`src/rtl/mcs_pkg.sv`:
```
package mcs_pkg;
  localparam int NLINES   = 4;
  localparam int BYTE_W   = 8;

  // control bit positions
  localparam int CB_DTR   = 0;
  localparam int CB_RTS   = 1;
  localparam int CB_AUX1  = 2;
  localparam int CB_AUX2  = 3;
  localparam int CB_LOOP  = 4;
  localparam logic [BYTE_W-1:0] CTL_MASK = 8'h1F;

  // line index inside the level / flag nibbles
  localparam int LN_CTS   = 0;
  localparam int LN_DSR   = 1;
  localparam int LN_RING  = 2;
  localparam int LN_CARR  = 3;

  // loopback crossover: control outputs feed the status inputs
  function automatic logic [NLINES-1:0] loop_levels(input logic [BYTE_W-1:0] c);
    logic [NLINES-1:0] r;
    r[LN_CTS]  = c[CB_RTS];
    r[LN_DSR]  = c[CB_DTR];
    r[LN_RING] = c[CB_AUX1];
    r[LN_CARR] = c[CB_AUX2];
    return r;
  endfunction

  // change events: any toggle, except ring which flags only its trailing edge
  function automatic logic [NLINES-1:0] change_events(input logic [NLINES-1:0] prev,
                                                      input logic [NLINES-1:0] cur);
    logic [NLINES-1:0] e;
    e = prev ^ cur;
    e[LN_RING] = prev[LN_RING] & ~cur[LN_RING];
    return e;
  endfunction

  function automatic logic [BYTE_W-1:0] pack_status(input logic [NLINES-1:0] lvl,
                                                    input logic [NLINES-1:0] flg);
    return {lvl, flg};
  endfunction
endpackage

```
`src/rtl/mcs_sync.sv`:
```
module mcs_sync #(
  parameter int WIDTH   = 4,
  parameter int STAGES  = 2,
  parameter bit RST_VAL = 1'b1
) (
  input  logic             clk,
  input  logic             rst_n,
  input  logic [WIDTH-1:0] din,
  output logic [WIDTH-1:0] dout
);
  localparam int CHAIN_W = WIDTH * STAGES;

  logic [CHAIN_W-1:0] chain_q;

  generate
    if (STAGES == 1) begin : g_single
      always_ff @(posedge clk or negedge rst_n)
        if (!rst_n) chain_q <= {CHAIN_W{RST_VAL}};
        else        chain_q <= din;
    end else begin : g_multi
      always_ff @(posedge clk or negedge rst_n)
        if (!rst_n) chain_q <= {CHAIN_W{RST_VAL}};
        else        chain_q <= {chain_q[CHAIN_W-WIDTH-1:0], din};
    end
  endgenerate

  assign dout = chain_q[CHAIN_W-1 -: WIDTH];
endmodule

```
`src/rtl/mcs_ctl_reg.sv`:
```
module mcs_ctl_reg
  import mcs_pkg::*;
(
  input  logic              clk,
  input  logic              rst_n,
  input  logic              wr_en,
  input  logic [BYTE_W-1:0] wr_data,
  output logic [BYTE_W-1:0] ctl_q,
  output logic [NLINES-1:0] out_pins_n,
  output logic              loop_on
);
  always_ff @(posedge clk or negedge rst_n)
    if (!rst_n)     ctl_q <= '0;
    else if (wr_en) ctl_q <= wr_data & CTL_MASK;

  assign loop_on = ctl_q[CB_LOOP];

  // pins indexed by control bit position; parked idle in loopback
  always_comb begin
    for (int i = 0; i < NLINES; i++)
      out_pins_n[i] = loop_on ? 1'b1 : ~ctl_q[i];
  end
endmodule

```
`src/rtl/mcs_line_track.sv`:
```
module mcs_line_track
  import mcs_pkg::*;
(
  input  logic              clk,
  input  logic              rst_n,
  input  logic [NLINES-1:0] lvl_in,
  input  logic              rd_clr,
  output logic [NLINES-1:0] lvl_q,
  output logic [NLINES-1:0] flag_q,
  output logic [NLINES-1:0] evt
);
  assign evt = change_events(lvl_q, lvl_in);

  always_ff @(posedge clk or negedge rst_n)
    if (!rst_n) begin
      lvl_q  <= '0;
      flag_q <= '0;
    end else begin
      lvl_q  <= lvl_in;
      // an event on the read edge wins over the clear
      flag_q <= (flag_q & ~{NLINES{rd_clr}}) | evt;
    end
endmodule

```
`src/rtl/modem_ctl_stat.sv`:
```
module modem_ctl_stat
  import mcs_pkg::*;
#(
  parameter int SYNC_STAGES = 2
) (
  input  logic       clk,
  input  logic       rst_n,
  input  logic       wr_en,
  input  logic [7:0] wr_data,
  output logic [7:0] ctl_byte,
  input  logic       rd_stb,
  output logic [7:0] stat_byte,
  input  logic       cts_n,
  input  logic       dsr_n,
  input  logic       ri_n,
  input  logic       dcd_n,
  output logic       rts_n,
  output logic       dtr_n,
  output logic       out1_n,
  output logic       out2_n,
  output logic       irq,
  output logic       loop_en,
  input  logic       tx_from_core,
  output logic       txd_pin,
  input  logic       rxd_pin,
  output logic       rx_to_core
);
  logic [BYTE_W-1:0] ctl_q;
  logic [NLINES-1:0] out_pins_n;
  logic              loop_on;
  logic [NLINES-1:0] pin_raw_n;
  logic [NLINES-1:0] pin_sync_n;
  logic [NLINES-1:0] src_lvl;
  logic [NLINES-1:0] lvl_q;
  logic [NLINES-1:0] flag_q;
  logic [NLINES-1:0] line_evt;

  mcs_ctl_reg u_ctl (
    .clk        (clk),
    .rst_n      (rst_n),
    .wr_en      (wr_en),
    .wr_data    (wr_data),
    .ctl_q      (ctl_q),
    .out_pins_n (out_pins_n),
    .loop_on    (loop_on)
  );

  always_comb begin
    pin_raw_n          = '1;
    pin_raw_n[LN_CTS]  = cts_n;
    pin_raw_n[LN_DSR]  = dsr_n;
    pin_raw_n[LN_RING] = ri_n;
    pin_raw_n[LN_CARR] = dcd_n;
  end

  mcs_sync #(.WIDTH(NLINES), .STAGES(SYNC_STAGES), .RST_VAL(1'b1)) u_sync (
    .clk   (clk),
    .rst_n (rst_n),
    .din   (pin_raw_n),
    .dout  (pin_sync_n)
  );

  assign src_lvl = loop_on ? loop_levels(ctl_q) : ~pin_sync_n;

  mcs_line_track u_trk (
    .clk    (clk),
    .rst_n  (rst_n),
    .lvl_in (src_lvl),
    .rd_clr (rd_stb),
    .lvl_q  (lvl_q),
    .flag_q (flag_q),
    .evt    (line_evt)
  );

  assign ctl_byte   = ctl_q;
  assign stat_byte  = pack_status(lvl_q, flag_q);
  assign irq        = ctl_q[CB_AUX2] & (|flag_q);
  assign loop_en    = loop_on;
  assign dtr_n      = out_pins_n[CB_DTR];
  assign rts_n      = out_pins_n[CB_RTS];
  assign out1_n     = out_pins_n[CB_AUX1];
  assign out2_n     = out_pins_n[CB_AUX2];
  assign txd_pin    = loop_on ? 1'b1 : tx_from_core;
  assign rx_to_core = loop_on ? tx_from_core : rxd_pin;
endmodule

```
`config.mk`:
```
export PLATFORM = sky130hd
export DESIGN_NAME = modem_ctl_stat
export DESIGN_NICKNAME = d
export VERILOG_FILES = /design/src/rtl/mcs_pkg.sv /design/src/rtl/mcs_sync.sv /design/src/rtl/mcs_ctl_reg.sv /design/src/rtl/mcs_line_track.sv /design/src/rtl/modem_ctl_stat.sv
export SDC_FILE = /design/constraint.sdc
export NUM_CORES = 1
export LEC_CHECK = 0
export ABC_AREA = 1
export BUFFER_PORTS_ARGS = -buffer_cell sky130_fd_sc_hd__buf_2
export CAP_MARGIN = 20
export CORE_MARGIN = 8
export CORE_UTILIZATION = 40
export CTS_BUF_LIST = sky130_fd_sc_hd__clkbuf_2
export DETAILED_ROUTE_END_ITERATION = 10
export GPL_TIMING_DRIVEN = 0
export PLACE_DENSITY = 0.75
export SYNTH_ARGS = -nofsm -noshare
export SYNTH_HDL_FRONTEND = slang
export SYNTH_SLANG_ARGS = --single-unit
```
`constraint.sdc`:
```
create_clock -name clk -period 1 [get_ports clk]
set_input_delay 0.1 -clock clk [delete_from_list [all_inputs] [get_ports clk]]
set_output_delay 0.1 -clock clk [all_outputs]
set_load 0.02 [all_outputs]
```
==> flow_metrics.tcl, run 1 <==
set metrics [dict create \
    drcViolationCount 0 \
    viasPerCell 4.49 \
    nNetsFinal 180 \
    wl_um 2670 \
    initial_core_util_pct 40.9 \
    met2_usage_pct 24.8 \
    grt_pass1_vias 960 \
    r2r_slack_ns -0.17 \
    finalHoldViolations 0 \
    num_rows 17 \
    grt_pass1_wl_um 4350 \
    clock_sinks 21 \
    cts_buffers 3 \
    worstSkewPairLatency_ns 0.30 \
    post-place-ws_ns -0.0321 \
    run_status "finished, violations left" \
    busiest_layer "met2" \
    post-route-period-util_pct 136 \
    power.total_mw 2.19 \
    cellLeakagePower_nw 0.801 \
    syn_area_um2 878 \
    fin_crit_ns 1.36 \
    cp_max_fo 4 \
    grt_antenna_before_repair 0 \
    die_w_um 62.9 \
    cp-start-kind "register" \
    cp_cell_sequence "buf_6 > or2_4 > buf_6" \
    final-setup-viol-count 22 \
    drv_cap 0 \
    mostFrequentLayoutCells "buf_6 (29), nand2_1 (22), buf_4 (16)" \
    cp_slowest_cell "dfrtp_2" \
    crit_cells 3 \
    postSynthCellCount 92 \
    tritoncts "done" \
    track_usage_pct 13.5 \
    final_common_cell "buf_6" \
    rsz0062_at_grt "yes" \
    post-place-cells 156 \
    timing.rr.start "u_ctl.ctl_q[4]" \
    yosysSeqAreaShare_pct 61.0 \
    synth_warnings 0 \
    dieArea_mm2 0.00395 \
    dr.pass1.iters 4 \
    grt_use_met3_pct 4.66 \
    path_clk_slew_ns 0.19 \
    ios 42 \
    critical-path-max-stage-delay_ns 0.48 \
    fillers 159 \
    fmax_ghz 0.733 \
    place_hpwl_um 1510 \
    endpoint_kind "output pin" \
    die_y_um 62.9 \
    peakVddDrop_mv 0.975 \
    ant_nets 0 \
    grt_max_degree 22 \
    fin_skew_ns 0.000853 \
    synth_cell_types 17 \
    timing.setup.tns_ns -3.17 \
    core-area_mm2 0.00215 \
    place_congestion 0.678 \
    cts_max_path_buffers 2 \
    hold_path_class "in2reg" \
    num_vias 849 \
    timing.rr.end "u_trk.flag_q[2]" \
    num_antenna_cells 0 \
    crit_family "flip-flops" \
    cpMostUsedCell "buf_6" \
    crit_type "reg2out" \
    portBuffers 34 \
    maxSlewViolCount 0 \
    drive_above_1_share_pct 59.6 \
    syn_avg_cell_area_um2 9.55 \
    critPathLaunch "u_ctl.ctl_q[4]" \
    power_density_mw_per_mm2 1410 \
    drtIter0Drc 10 \
    gr-total-overflow 0 \
    cp.arrival_ns 1.26 \
    r2r_cells 5 \
    layout_setup_ws_ns -0.363 \
    cp.required_ns 0.90 \
    wl_per_cell_um 14.1 \
    utilization_pct 72.5 \
    ys_ff_latch 21 \
    crit_path_end "txd_pin" \
    crit_buf_inv 2 \
    ff_latch_area_um2 541 \
    met1_usage_pct 14.0 \
    syn2layout_area_growth_pct 77.2 \
    fin_cells 189 \
    multiInputGateArea_um2 305 \
    htree_levels 1 \
    violations "setup timing" \
    clockRootBuffer "clkbuf_2" \
]
==> routing by layer <==
| layer | up-vias | part of all wire, % |
|---|---|---|
| li1 | 413 | - |
| met1 | 403 | 37 |
| met2 | 29 | 55 |
| met3 | 4 | 7.0 |
| met4 | 0 | 0.75 |
| met5 | - | 0 |
==> sequential cells by signal, summed over array words and instances, names as in the netlist <==
register        count
u_trk.flag_q        4
u_ctl.ctl_q         5
u_sync.chain_q      8
u_trk.lvl_q         4
==> synthesized netlist by cell type <==
| library cell | instances | area share (%) |
|---|---|---|
| buf_4 | 4 | 3.4 |
| or2_4 | 1 | 1.0 |
| dfrtp_1 | 13 | 37 |
| nand3_2 | 1 | 1.1 |
| conb_1 | 1 | 0.43 |
| nand3_1 | 6 | 3.4 |
| inv_1 | 9 | 3.8 |
| a21oi_1 | 1 | 0.57 |
| dfstp_2 | 8 | 24 |
| buf_2 | 1 | 0.57 |
| nor2_1 | 2 | 0.86 |
| nand2_2 | 2 | 1.4 |
| nand3b_1 | 3 | 2.6 |
| o21ai_0 | 5 | 2.8 |
| or2_2 | 1 | 0.71 |
| nand2_1 | 32 | 14 |
| buf_6 | 2 | 2.6 |
==> final cells by class <==
type,count,area share [%]
well taps,28,2.25
inverters,9,2.17
clock buffers,4,1.29
repair buffers,63,36.3
multi-input cells,57,19.6
flip-flops and latches,21,34.7
plain buffers,7,3.70
==> stage by stage <==
step,cell area (um2),hold slack [ns]
floorplan,893,-0.196
global placement,1100,0.0651
detailed placement,1100,0.0715
CTS,1470,0.0329
global route,1560,0.0620
finish,1560,0.0423
==> worst min-delay path by stage <==
stage                     start              to  slack, ns  depth (start not counted)
after global placement    rst_n  u_ctl.ctl_q[2]       0.07                          1
after detailed placement  rst_n  u_ctl.ctl_q[3]       0.07                          1
after CTS                 wr_en  u_ctl.ctl_q[4]       0.03                          2
after floorplan           rst_n  u_ctl.ctl_q[0]      -0.20                          0
final                     wr_en  u_ctl.ctl_q[4]       0.04                          2
after global routing      wr_en  u_ctl.ctl_q[4]       0.06                          2
==> kinds of logic after synthesis <==
family / synth area share [%]
flops: 61.0
buf+inv: 10.4
compound gates: 3.42
simple gates: 24.8
other cells: 0.427
==> power breakdown <==
group          total, mW  switching, mW  internal (mW)
Clock              0.349          0.243          0.106
Sequential          1.02         0.0734          0.947
Combinational      0.821          0.386          0.435
Total               2.19          0.703           1.49
==> what timing repair did <==
item | in CTS | in global routing
hold buffers | 10 | 0
gates cloned | 1 | 0
hold endpoints to repair | 22 | 0
gates resized for setup | 47 | 25
pin swaps | 3 | 2
endpoints found under the setup margin | 24 | 30
setup buffers | 14 | 8
Power figures use the tool's default switching activity.
==> inputs of run 2 (changes only) <==
--- a/config.mk
+++ b/config.mk
@@ -10,7 +10,7 @@
 export CAP_MARGIN = 20
 export CORE_MARGIN = 8
 export CORE_UTILIZATION = 40
-export CTS_BUF_LIST = sky130_fd_sc_hd__clkbuf_2
+export CTS_BUF_LIST = sky130_fd_sc_hd__clkbuf_16
 export DETAILED_ROUTE_END_ITERATION = 10
 export GPL_TIMING_DRIVEN = 0
 export PLACE_DENSITY = 0.75
==> constraint.sdc (replaced) <==
create_clock -name clk -period 1 [get_ports clk]
set_input_delay 0.2 -clock clk [delete_from_list [all_inputs] [get_ports clk]]
set_output_delay 0.2 -clock clk [all_outputs]
set_load 0.02 [all_outputs]
==> flow_metrics.tcl, run 2 (synthesis results as in run 1) <==
set metrics [dict create \
    run_status "finished, violations left" \
    violations "setup timing" \
    dieArea_mm2 0.00395 \
    path_clk_slew_ns 0.06 \
    die_w_um 62.9 \
    cts_buffers 3 \
    grt_antenna_before_repair 0 \
    cp.required_ns 0.80 \
    power.total_mw 2.61 \
    crit_buf_inv 2 \
    fmax_ghz 0.743 \
    power_density_mw_per_mm2 1730 \
    holdPathStages 1 \
    timing.rr.end "u_trk.flag_q[2]" \
    finalHoldViolations 0 \
    hold_path_end "u_sync.chain_q[2]" \
    ios 42 \
    fin_crit_ns 1.35 \
    layout_setup_ws_ns -0.347 \
    tritoncts "done" \
    clockPowerShare_pct 31.5 \
    endpoint_kind "output pin" \
    place_congestion 0.729 \
    maxSlewViolCount 0 \
    viasPerCell 4.51 \
    timing.rr.start "u_ctl.ctl_q[4]" \
    clock_sinks 21 \
    clockRootBuffer "clkbuf_16" \
    critical-path-max-stage-delay_ns 0.42 \
    dr.pass1.iters 4 \
    utilization_pct 70.3 \
    r2r_cells 5 \
    gr-total-overflow 0 \
    crit_type "reg2out" \
    regMostFlops "u_sync.chain_q" \
    ant_nets 0 \
    grt_max_degree 22 \
    final_common_cell "buf_6" \
    wl_um 2420 \
    grt_pass1_vias 928 \
    final-setup-viol-count 22 \
    drtIter0Drc 6 \
    die_y_um 62.9 \
    peakVddDrop_mv 1.03 \
    cp_cell_sequence "buf_6 > or2_4 > buf_6" \
    cp_max_fo 4 \
    mostFrequentLayoutCells "buf_6 (28), nand2_1 (21), buf_2 (14), buf_4 (14)" \
    htree_levels 1 \
    crit_family "flip-flops" \
    p_comb_share_pct 29.3 \
    ff_latch_area_um2 539 \
    grt_pass1_wl_um 4000 \
    initial_core_util_pct 40.9 \
    cts_max_path_buffers 2 \
    fillers 176 \
    top_regs "u_sync.chain_q x8, u_ctl.ctl_q x5" \
    cp-start-kind "register" \
    cellLeakagePower_nw 0.781 \
    cp_slowest_cell "dfrtp_2" \
    drv_cap 0 \
    portBuffers 34 \
    fin_skew_ns 0.00212 \
    core-area_mm2 0.00215 \
    cp.arrival_ns 1.15 \
    multiInputGateArea_um2 323 \
    syn2layout_area_growth_pct 71.9 \
    num_vias 794 \
    track_usage_pct 12.3 \
    largest_reg_flops 8 \
    drive_above_1_share_pct 62.2 \
    cpMostUsedCell "buf_6" \
    power.switching_mw 0.742 \
    switching_share_pct 28.4 \
    hold_slack_ns 0.0453 \
    worstSkewPairLatency_ns 0.25 \
    num_rows 17 \
    num_antenna_cells 0 \
    post-place-ws_ns -0.158 \
    rsz0062_at_grt "yes" \
    drcViolationCount 0 \
    post-route-period-util_pct 135 \
    nNetsFinal 167 \
    p_int_mw 1.87 \
    hold_path_class "in2reg" \
    wl_per_cell_um 13.8 \
    r2r_slack_ns -0.19 \
    pwr-share-seq_pct 39.2 \
    place_hpwl_um 1580 \
    min_from "ri_n" \
]
==> run 2: cell count changes in the layout (fill, tap and decap cells not counted), moves of 2 or more <==
cell           previous run  this run
dlygate4sd3_1            10         1
buf_4                    16        14
clkbuf_16                 0         3
nand3_2                   1         3
clkbuf_2                  4         0
inv_1                     7         9
nand3_1                   6         4
==> run 2: per-stage QoR <==
stage               TNS, ns  instances  area [um2]
floorplan            -0.176         94         906
global placement     -0.662        156        1110
detailed placement   -0.708        156        1110
CTS                   -3.29        174        1450
global route          -3.64        176        1510
finish                -2.97        176        1510
==> run 2: worst max-delay path by stage <==
stage	slack [ns]	depth (start not counted)	end	start
after floorplan	-0.07	2	txd_pin	u_ctl.ctl_q[4]
after global placement	-0.16	5	rx_to_core	u_ctl.ctl_q[4]
after detailed placement	-0.16	5	rx_to_core	u_ctl.ctl_q[4]
after CTS	-0.35	3	txd_pin	u_ctl.ctl_q[4]
after global routing	-0.37	3	txd_pin	u_ctl.ctl_q[4]
final	-0.35	3	txd_pin	u_ctl.ctl_q[4]
==> run 2: layer usage <==
metal / track usage [%] / routed length, um
met2: 22.2 / 1310
met4: 4.27 / 40
met5: 0 / 0
met3: 5.38 / 176
met1: 12.1 / 894
==> run 2: final cells by class <==
cell class	instances	share of cell area, %
tap	28	2.32
sequential	21	35.7
multi-input combinational	57	21.4
inverter	9	2.24
timing repair buffer	50	29.1
buffer	7	4.06
clock buffer	3	4.97
clock inverter	1	0.249
==> run 2: what timing repair did <==
action                                 CTS  global route
pin swaps                                8             4
cloned                                   1             0
hold buffers                             1             0
gates resized for setup                 50            15
buffers inserted                        12             3
setup endpoints to repair               25            27
endpoints found under the hold margin   13             0
==> run 2: power groups by stage <==
stage | combinational [mW] | sequential (mW) | clock [mW]
floorplan | 0.231 | 1.10 | 0
global placement | 0.484 | 1.02 | 0
detailed placement | 0.494 | 1.02 | 0
CTS | 0.722 | 1.02 | 0.838
global route | 0.829 | 1.04 | 0.875
finish | 0.766 | 1.03 | 0.823
